[src/rtl/sp_pack_pkg.sv]
package sp_pack_pkg;
  typedef enum logic [1:0] {
    CLS_ZERO = 2'd0,
    CLS_NUM  = 2'd1,
    CLS_INF  = 2'd2,
    CLS_NAN  = 2'd3
  } val_class_e;

  typedef enum logic [1:0] {
    RND_NEAREST = 2'd0,
    RND_ZERO    = 2'd1,
    RND_POS     = 2'd2,
    RND_NEG     = 2'd3
  } rnd_mode_e;

  localparam int SIG_W   = 24;
  localparam int FRAC_W  = SIG_W - 1;
  localparam int EXPF_W  = 8;
  localparam int BIAS    = 127;
  localparam int EXP_TOP = (1 << EXPF_W) - 1;
  localparam int WORD_W  = 1 + EXPF_W + FRAC_W;
endpackage

[src/rtl/sp_pack_align.sv]
module sp_pack_align
  import sp_pack_pkg::*;
#(
  parameter int MANT_W = 32,
  parameter int SH_W   = $clog2(MANT_W + 1)
) (
  input  logic [MANT_W-1:0] mant_i,
  input  logic              sticky_i,
  input  logic [SH_W-1:0]   shamt_i,
  output logic [SIG_W-1:0]  sig_o,
  output logic              guard_o,
  output logic              round_o,
  output logic              sticky_o
);
  localparam int TAIL_W = MANT_W - SIG_W - 2;

  logic [MANT_W-1:0] shifted;
  logic [MANT_W-1:0] lost_mask;
  logic              lost;
  logic              tail_or;

  always_comb begin
    shifted   = mant_i >> shamt_i;
    lost_mask = ~({MANT_W{1'b1}} << shamt_i);
    lost      = |(mant_i & lost_mask);
  end

  generate
    if (TAIL_W > 0) begin : g_tail
      assign tail_or = |shifted[TAIL_W-1:0];
    end else begin : g_no_tail
      assign tail_or = 1'b0;
    end
  endgenerate

  assign sig_o    = shifted[MANT_W-1 -: SIG_W];
  assign guard_o  = shifted[MANT_W-SIG_W-1];
  assign round_o  = shifted[MANT_W-SIG_W-2];
  assign sticky_o = tail_or | lost | sticky_i;
endmodule

[src/rtl/sp_pack_round.sv]
module sp_pack_round
  import sp_pack_pkg::*;
(
  input  logic [SIG_W-1:0] sig_i,
  input  logic             guard_i,
  input  logic             round_i,
  input  logic             sticky_i,
  input  rnd_mode_e        mode_i,
  input  logic             sign_i,
  output logic [SIG_W:0]   sig_o,
  output logic             inexact_o
);
  logic up;

  always_comb begin
    inexact_o = guard_i | round_i | sticky_i;
    unique case (mode_i)
      RND_NEAREST: up = guard_i & (round_i | sticky_i | sig_i[0]);
      RND_ZERO:    up = 1'b0;
      RND_POS:     up = inexact_o & ~sign_i;
      RND_NEG:     up = inexact_o & sign_i;
      default:     up = 1'b0;
    endcase
    sig_o = {1'b0, sig_i} + {{SIG_W{1'b0}}, up};
  end
endmodule

[src/rtl/sp_pack_ovf.sv]
module sp_pack_ovf
  import sp_pack_pkg::*;
(
  input  rnd_mode_e         mode_i,
  input  logic              sign_i,
  output logic [WORD_W-2:0] sat_o
);
  logic to_inf;

  always_comb begin
    unique case (mode_i)
      RND_NEAREST: to_inf = 1'b1;
      RND_ZERO:    to_inf = 1'b0;
      RND_POS:     to_inf = ~sign_i;
      RND_NEG:     to_inf = sign_i;
      default:     to_inf = 1'b1;
    endcase
    if (to_inf) sat_o = {EXPF_W'(EXP_TOP), {FRAC_W{1'b0}}};
    else        sat_o = {EXPF_W'(EXP_TOP - 1), {FRAC_W{1'b1}}};
  end
endmodule

[src/rtl/sp_packer.sv]
module sp_packer
  import sp_pack_pkg::*;
#(
  parameter int EXP_W  = 10,
  parameter int MANT_W = 32
) (
  input  logic              clk_i,
  input  logic              rst_ni,
  input  logic [1:0]        class_i,
  input  logic              sign_i,
  input  logic [EXP_W-1:0]  exp_i,
  input  logic [MANT_W-1:0] mant_i,
  input  logic              sticky_i,
  input  logic [1:0]        mode_i,
  input  logic              uf_trap_en_i,
  output logic [31:0]       result_o,
  output logic              inexact_o,
  output logic              underflow_o,
  output logic              overflow_o
);
  localparam int BEXP_W = EXP_W + 2;
  localparam int SH_W   = $clog2(MANT_W + 1);

  val_class_e cls;
  rnd_mode_e  mode;
  assign cls  = val_class_e'(class_i);
  assign mode = rnd_mode_e'(mode_i);

  // biased exponent and subnormal shift distance
  logic signed [BEXP_W-1:0] bexp;
  logic signed [BEXP_W:0]   sub_dist;
  logic signed [BEXP_W:0]   e_norm;
  logic                     sub;
  logic [SH_W-1:0]          shamt;

  always_comb begin
    bexp     = {{2{exp_i[EXP_W-1]}}, exp_i} + BEXP_W'(BIAS);
    sub      = (bexp <= 0);
    sub_dist = (BEXP_W+1)'(1) - {bexp[BEXP_W-1], bexp};
    if (!sub)                 shamt = '0;
    else if (sub_dist > MANT_W) shamt = SH_W'(MANT_W);
    else                      shamt = SH_W'(sub_dist);
  end

  logic [SIG_W-1:0] a_sig;
  logic             a_guard, a_round, a_sticky;

  sp_pack_align #(.MANT_W(MANT_W), .SH_W(SH_W)) u_align (
    .mant_i   (mant_i),
    .sticky_i (sticky_i),
    .shamt_i  (shamt),
    .sig_o    (a_sig),
    .guard_o  (a_guard),
    .round_o  (a_round),
    .sticky_o (a_sticky)
  );

  logic [SIG_W:0] r_sig;
  logic           r_inexact;

  sp_pack_round u_round (
    .sig_i     (a_sig),
    .guard_i   (a_guard),
    .round_i   (a_round),
    .sticky_i  (a_sticky),
    .mode_i    (mode),
    .sign_i    (sign_i),
    .sig_o     (r_sig),
    .inexact_o (r_inexact)
  );

  logic [WORD_W-2:0] sat_word;

  sp_pack_ovf u_ovf (
    .mode_i (mode),
    .sign_i (sign_i),
    .sat_o  (sat_word)
  );

  logic [31:0] word_d;
  logic        nx_d, uf_d, of_d, ovf;

  always_comb begin
    e_norm = {bexp[BEXP_W-1], bexp} + {{BEXP_W{1'b0}}, r_sig[SIG_W]};
    ovf    = !sub && (e_norm >= $signed((BEXP_W+1)'(EXP_TOP)));
    word_d = '0;
    nx_d   = 1'b0;
    uf_d   = 1'b0;
    of_d   = 1'b0;
    unique case (cls)
      CLS_ZERO: word_d = {sign_i, 31'd0};
      CLS_INF:  word_d = {sign_i, EXPF_W'(EXP_TOP), {FRAC_W{1'b0}}};
      CLS_NAN:  word_d = {sign_i, EXPF_W'(EXP_TOP), 1'b1, mant_i[MANT_W-3 -: FRAC_W-1]};
      CLS_NUM: begin
        if (sub) begin
          // carry into bit 23 lands on exponent 1, fraction 0
          word_d = {sign_i, {(EXPF_W-1){1'b0}}, r_sig[FRAC_W], r_sig[FRAC_W-1:0]};
          nx_d   = r_inexact;
          uf_d   = ~r_sig[FRAC_W] & (r_inexact | uf_trap_en_i);
        end else if (ovf) begin
          word_d = {sign_i, sat_word};
          nx_d   = 1'b1;
          of_d   = 1'b1;
        end else begin
          word_d = {sign_i, e_norm[EXPF_W-1:0], r_sig[FRAC_W-1:0]};
          nx_d   = r_inexact;
        end
      end
      default: word_d = '0;
    endcase
  end

  always_ff @(posedge clk_i or negedge rst_ni) begin
    if (!rst_ni) begin
      result_o    <= '0;
      inexact_o   <= 1'b0;
      underflow_o <= 1'b0;
      overflow_o  <= 1'b0;
    end else begin
      result_o    <= word_d;
      inexact_o   <= nx_d;
      underflow_o <= uf_d;
      overflow_o  <= of_d;
    end
  end
endmodule

[config.mk]
export PLATFORM = sky130hd
export DESIGN_NAME = sp_packer
export DESIGN_NICKNAME = d
export VERILOG_FILES = /design/src/rtl/sp_pack_pkg.sv /design/src/rtl/sp_pack_align.sv /design/src/rtl/sp_pack_round.sv /design/src/rtl/sp_pack_ovf.sv /design/src/rtl/sp_packer.sv
export SDC_FILE = /design/constraint.sdc
export NUM_CORES = 1
export LEC_CHECK = 0
export BUFFER_PORTS_ARGS = -buffer_cell sky130_fd_sc_hd__buf_2
export CORE_ASPECT_RATIO = 1.75
export CORE_MARGIN = 1
export CORE_UTILIZATION = 64
export DETAILED_ROUTE_END_ITERATION = 7
export PLACE_DENSITY = 0.86
export SYNTH_ARGS = -nofsm -noshare
export SYNTH_HDL_FRONTEND = slang
export SYNTH_HIERARCHICAL = 1
export SYNTH_SLANG_ARGS = --single-unit
[constraint.sdc]
create_clock -name clk_i -period 0.8 [get_ports clk_i]
set_clock_uncertainty 0.05 [all_clocks]
set_input_delay 0.04 -clock clk_i [delete_from_list [all_inputs] [get_ports clk_i]]
set_output_delay 0.04 -clock clk_i [all_outputs]
set_load 0.005 [all_outputs]
==> summary.txt, run 1 <==
Status
  • Run status: did not finish
  • Failed at: global routing
  • Log Error: [ERROR GRT-0116] Global routing finished with congestion. Check the congestion regions in the DRC Viewer.

Logic synthesis
  • Synthesized flop and latch total: 35
  • Synth area leader: dfrtp_1
  • Synth Instances: 644
  • Post-Syn Area per Cell: 8.52 µm²
  • Post-Syn Area: 5490 µm²
  • Post-synth EDFFs: 0
  • Largest cells by area after synthesis: dfrtp_1 16%, mux4_2 11%, o221a_2 4.5%
  • Synth warn: 6
  • Synth Area in XOR/XNOR: 0.0730
  • Top cell type's share of synthesized area: 0.160
  • Multiplexer share of the synthesized area: 0.155
  • Netlist cell types: 78
  • Compound-Gate Fraction of Synth Area: 0.257
  • Main combinational cell family by area after synthesis: compound AO/OA/AOI/OAI gates
  • Post-Synth Adder-Cell Area: 0.0219
  • Seq/Total Area, Yosys: 0.160
  • Simple-gate share of the synthesized area: 0.225
  • Synth Flop Type: dfrtp_1
  • Ys async rst share: 1.00

Floorplanning
  • Io pins: 86
  • Die Span X: 72 µm
  • Row cnt: 44
  • Initial core utilization: 0.660
  • Vert. Die Dim: 124 µm

Global route
  • Vias in the first global route: 9712
  • First-pass GRT wire length: 61000 µm
  • Largest net degree at the start of global routing: 54
  • Grt total ovfl: 254
  • Total GRT Usage: 0.879

Clock tree
  • Clock sink count: 35
  • Root Driver: clkbuf_16
  • CTS max path bufs: 2
  • H-tree level count: 2
  • Num CTS Buffers: 5

Placed design
  • Buffers on Ports: 85
  • Routability cong.: 1.17
  • Setup WS pre-CTS: -7.05 ns
  • DPL Wire Length: 17300 µm
==> cell usage after synthesis (8+ instances only) <==
cell type / number
dfrtp_1: 35
a21oi_1: 34
nand2_1: 34
nor2_1: 34
buf_4: 32
clkbuf_1: 30
nand2b_1: 30
xnor2_1: 27
mux4_2: 26
inv_1: 25
nand3_1: 23
o311a_1: 23
o221a_2: 22
mux2i_1: 20
a211oi_1: 16
xor2_1: 16
nor3_1: 15
and2_1: 13
o21ai_0: 13
buf_2: 12
nor4_1: 9
ha_1: 8
o32ai_1: 8
==> cells by family after synthesis <==
group | count (synthesis)
multiplexers | 52
adder cells (fa/ha/maj) | 10
AND/OR/NAND/NOR | 216
other | 1
flip-flops | 35
AO/OA/AOI/OAI | 176
XOR/XNOR | 44
buffers and inverters | 110
==> layer usage <==
layer	GRT overflow	GRT usage
met5	2	0.191
met4	81	0.973
met3	2	0.689
met2	167	1.05
met1	2	0.856
==> repair_timing <==
item / in CTS
gates resized for setup: 52
buffers inserted: 12
pin swaps: 14
hold buffers: 2
hold endpoints to repair: 36
endpoints found under the setup margin: 69
==> metrics by stage <==
| step | std cells | setup TNS (ns) | cell area, µm² | util | hold WS (ns) |
|---|---|---|---|---|---|
| CTS | 1018 | -216.09 | 8070 | 0.971 | 0.0266 |
| detailed placement | 997 | -236.86 | 7560 | 0.909 | -0.0452 |
| global placement | 997 | -218.03 | 7560 | 0.909 | -0.0473 |
| floorplan | 650 | -210.54 | 5720 | - | -0.306 |
==> run 2: changes to the inputs <==
Settings changed: CORE_ASPECT_RATIO 1.75 to not set, CORE_UTILIZATION 64 to 40, PLACE_DENSITY 0.86 to not set, PLACE_DENSITY_LB_ADDON set to 0.15.
==> run 2 against run 1 <==
Against the previous run:
- the flow now finishes, with violations (setup timing)
- area after synthesis unchanged
- synthesized cell count unchanged
==> summary.txt, run 2 <==
Power and ir drop
  • Leakage power: 3.82 nW
  • Power, Total: 7.71 mW
  • VDD IR max: 0.000636 V
  • Power per cell area: 920 nW/µm²

Floorplanning
  • Die area: 14200 µm²
  • Row cnt: 42 (was 44)
  • Io pins: 86 (unchanged)
  • Core area: 13300 µm²
  • Vert. Die Dim: 119 µm (was 124 µm)
  • Die Span X: 119 µm (was 72 µm)
  • Initial core utilization: 0.413 (was 0.660)

Job
  • Max cap viols: 0

Setup path
  • Crit path DAT: 7.25 ns
  • Max stage delay on crit path: 0.55 ns
  • Crit Path Max Fanout: 22
  • Max stage delay cell, worst path: or4b_4
  • Startpoint Class: primary input
  • WP data required: 0.90 ns
  • CP Capture Type: flop
  • CP Launch Point: exp_i[3]
  • Kind of critical path: in2reg

Logic synthesis
  • Post-Synth Adder-Cell Area: 0.0219 (unchanged)
  • Largest cells by area after synthesis: dfrtp_1 16%, mux4_2 11%, o221a_2 4.5% (unchanged)
  • Seq/Total Area, Yosys: 0.160 (unchanged)
  • Main combinational cell family by area after synthesis: compound AO/OA/AOI/OAI gates (unchanged)
  • Simple-gate share of the synthesized area: 0.225 (unchanged)
  • Synth Instances: 644 (unchanged)
  • Synth Area in XOR/XNOR: 0.0730 (unchanged)
  • Multiplexer share of the synthesized area: 0.155 (unchanged)
  • Post-Syn Area: 5490 µm² (unchanged)
  • Post-Syn Area per Cell: 8.52 µm² (unchanged)
  • Synth warn: 6 (unchanged)
  • Compound-Gate Fraction of Synth Area: 0.257 (unchanged)
  • Synth Flop Type: dfrtp_1 (unchanged)
  • Post-synth EDFFs: 0 (unchanged)
  • Synth top cells by count: 35 x dfrtp_1, 34 x a21oi_1, 34 x nand2_1, 34 x nor2_1, 32 x buf_4 (unchanged)
  • Ys async rst share: 1.00 (unchanged)
  • Netlist cell types: 78 (unchanged)
  • Top-count cell post-synth: dfrtp_1 (unchanged)
  • Top cell type's share of synthesized area: 0.160 (unchanged)
  • Synthesized flop and latch total: 35 (unchanged)
  • Synth area leader: dfrtp_1 (unchanged)

Hold path
  • Min-delay src: uf_trap_en_i
  • WHS Path Cells: 3
  • Worst Hold Path EP: underflow_o
  • Worst hold path class: in2reg

STA
  • Fin Hold WS: 0.0129 ns
  • RSZ-0062 raised after global routing: true
  • Fmax: 0.140 GHz
  • Period utilization: 8.93
  • Worst slew pin tran: 0.599 ns
  • Max transition margin: 0.598
  • Final hold violation count: 0
  • Minimum clock period: 7.15 ns
  • # setup viols final: 69
  • TNS Setup: -213.40 ns
  • Final Max Slew Viols: 0
  • Post-route setup slack: -6.35 ns

Layout
  • Filler Cells Inserted: 1147
  • Register area: 876 µm²
  • Layout cell share with drive strength beyond 1: 0.520
  • Multi-input gate area: 4440 µm²
  • Most flops, register: result_o
  • Layout Cells excl Fill: 1107
  • Nets@finish: 989
  • Diodes inserted: 0
  • Synthesis-to-finish area growth: 52.7%
  • Most common cell after layout, fill and taps aside: buf_4
  • Number of flip-flops in the largest register: 32
  • Commonest cells after routing, fill and taps aside: 256 x buf_4, 83 x buf_2, 35 x dfrtp_1

Global route
  • Grt total ovfl: 0
  • First-pass GRT wire length: 31900 µm
  • Vias in the first global route: 6030
  • Initial antenna violation count: 0
  • Total GRT Usage: 0.287
  • Largest net degree at the start of global routing: 39

Clock tree
  • H-tree level count: 2 (unchanged)
  • Root Driver: clkbuf_16 (unchanged)
  • CTS max path bufs: 2 (unchanged)
  • Num CTS Buffers: 5 (unchanged)
  • Clk slew on worst S/H paths: 0.05 ns
  • CTS tree: done
  • Clock sink count: 35 (unchanged)

Route
  • Routed WL per cell: 18.3 µm
  • WL final: 20300 µm
  • DR pass1 iterations: 5
  • Drt drc: 0
  • Vias per cell: 5.68
  • Detail Route Antenna Nets: 0
  • DR vias: 6284
  • Starting DRT DRC Count: 424

Status
  • Run status: complete, but fails checks (was did not finish)
  • Failing checks: setup timing

Placed design
  • Placed cell count: 1087 (was 997)
  • Routability cong.: 1.01 (was 1.17)
  • Buffers on Ports: 85 (unchanged)
  • DPL Wire Length: 16600 µm (was 17300 µm)
-- run 2: final cells by class --
class,count,area share
Multi-Input combinational cell,506,0.530
Timing Repair Buffer,356,0.311
Sequential cell,35,0.105
Tap cell,176,0.0263
Clock buffer,7,0.0158
Inverter,26,0.0116
Clock inverter,1,0.000597
-- run 2: timing repair --
item	CTS	global route
cloned	1	0
gates resized for setup	39	17
setup buffers	6	3
pin swaps	12	14
endpoints found under the hold margin	36	0
setup endpoints to repair	69	69
hold buffers	2	0
-- run 2: kinds of logic (layout without fill, tap and decap cells) --
family | count (synthesis) | after routing
AND/OR/NAND/NOR | 216 | 217
AO/OA/AOI/OAI | 176 | 176
buffers and inverters | 110 | 390
multiplexers | 52 | 52
XOR/XNOR | 44 | 44
flip-flops | 35 | 35
adder cells (fa/ha/maj) | 10 | 10
other | 1 | 7
-- run 2: worst max-delay path, delay by kind of cell --
kind	cells	cell delay [ns]
XOR/XNOR	1	0.10
AND/OR/NAND/NOR	12	3.23
adder cells (fa/ha/maj)	4	0.74
buffers and inverters	2	0.27
multiplexers	2	0.63
AO/OA/AOI/OAI	9	2.22
-- run 2: worst max-delay path by stage --
stage	end	slack, ns
finish	result_o[12]	-6.35
floorplan	result_o[0]	-6.31
CTS	result_o[13]	-6.26
global route	result_o[10]	-6.59
detailed placement	result_o[11]	-6.84
global placement	result_o[12]	-6.64
-- run 2: metrics by stage --
stage / util / setup slack [ns] / cell area, µm²
4_1_cts: 0.621 / -6.26 / 8250
3_3_place_gp: 0.591 / -6.64 / 7850
2_1_floorplan: - / -6.31 / 5720
6_report: 0.630 / -6.35 / 8380
5_1_grt: 0.630 / -6.59 / 8380
3_5_place_dp: 0.591 / -6.84 / 7850
-- run 2: report_power, final --
part | switching, mW | total [mW] | internal, mW
clock | 0.609 | 1.75 | 1.14
sequential | 0.0371 | 1.96 | 1.93
combinational | 1.92 | 3.99 | 2.07
total | 2.57 | 7.71 | 5.14
-- run 2: routing by layer --
metal | vias up | part of all wire | wire length, µm | track usage
met5 | - | 0 | 0 | 0
met1 | 2985 | 0.46 | 9310 | 0.410
li1 | 3020 | - | - | -
met4 | 0 | 0.022 | 449 | 0.0894
met3 | 33 | 0.063 | 1270 | 0.0196
met2 | 246 | 0.46 | 9280 | 0.460
(Power assumes the default switching activity.)
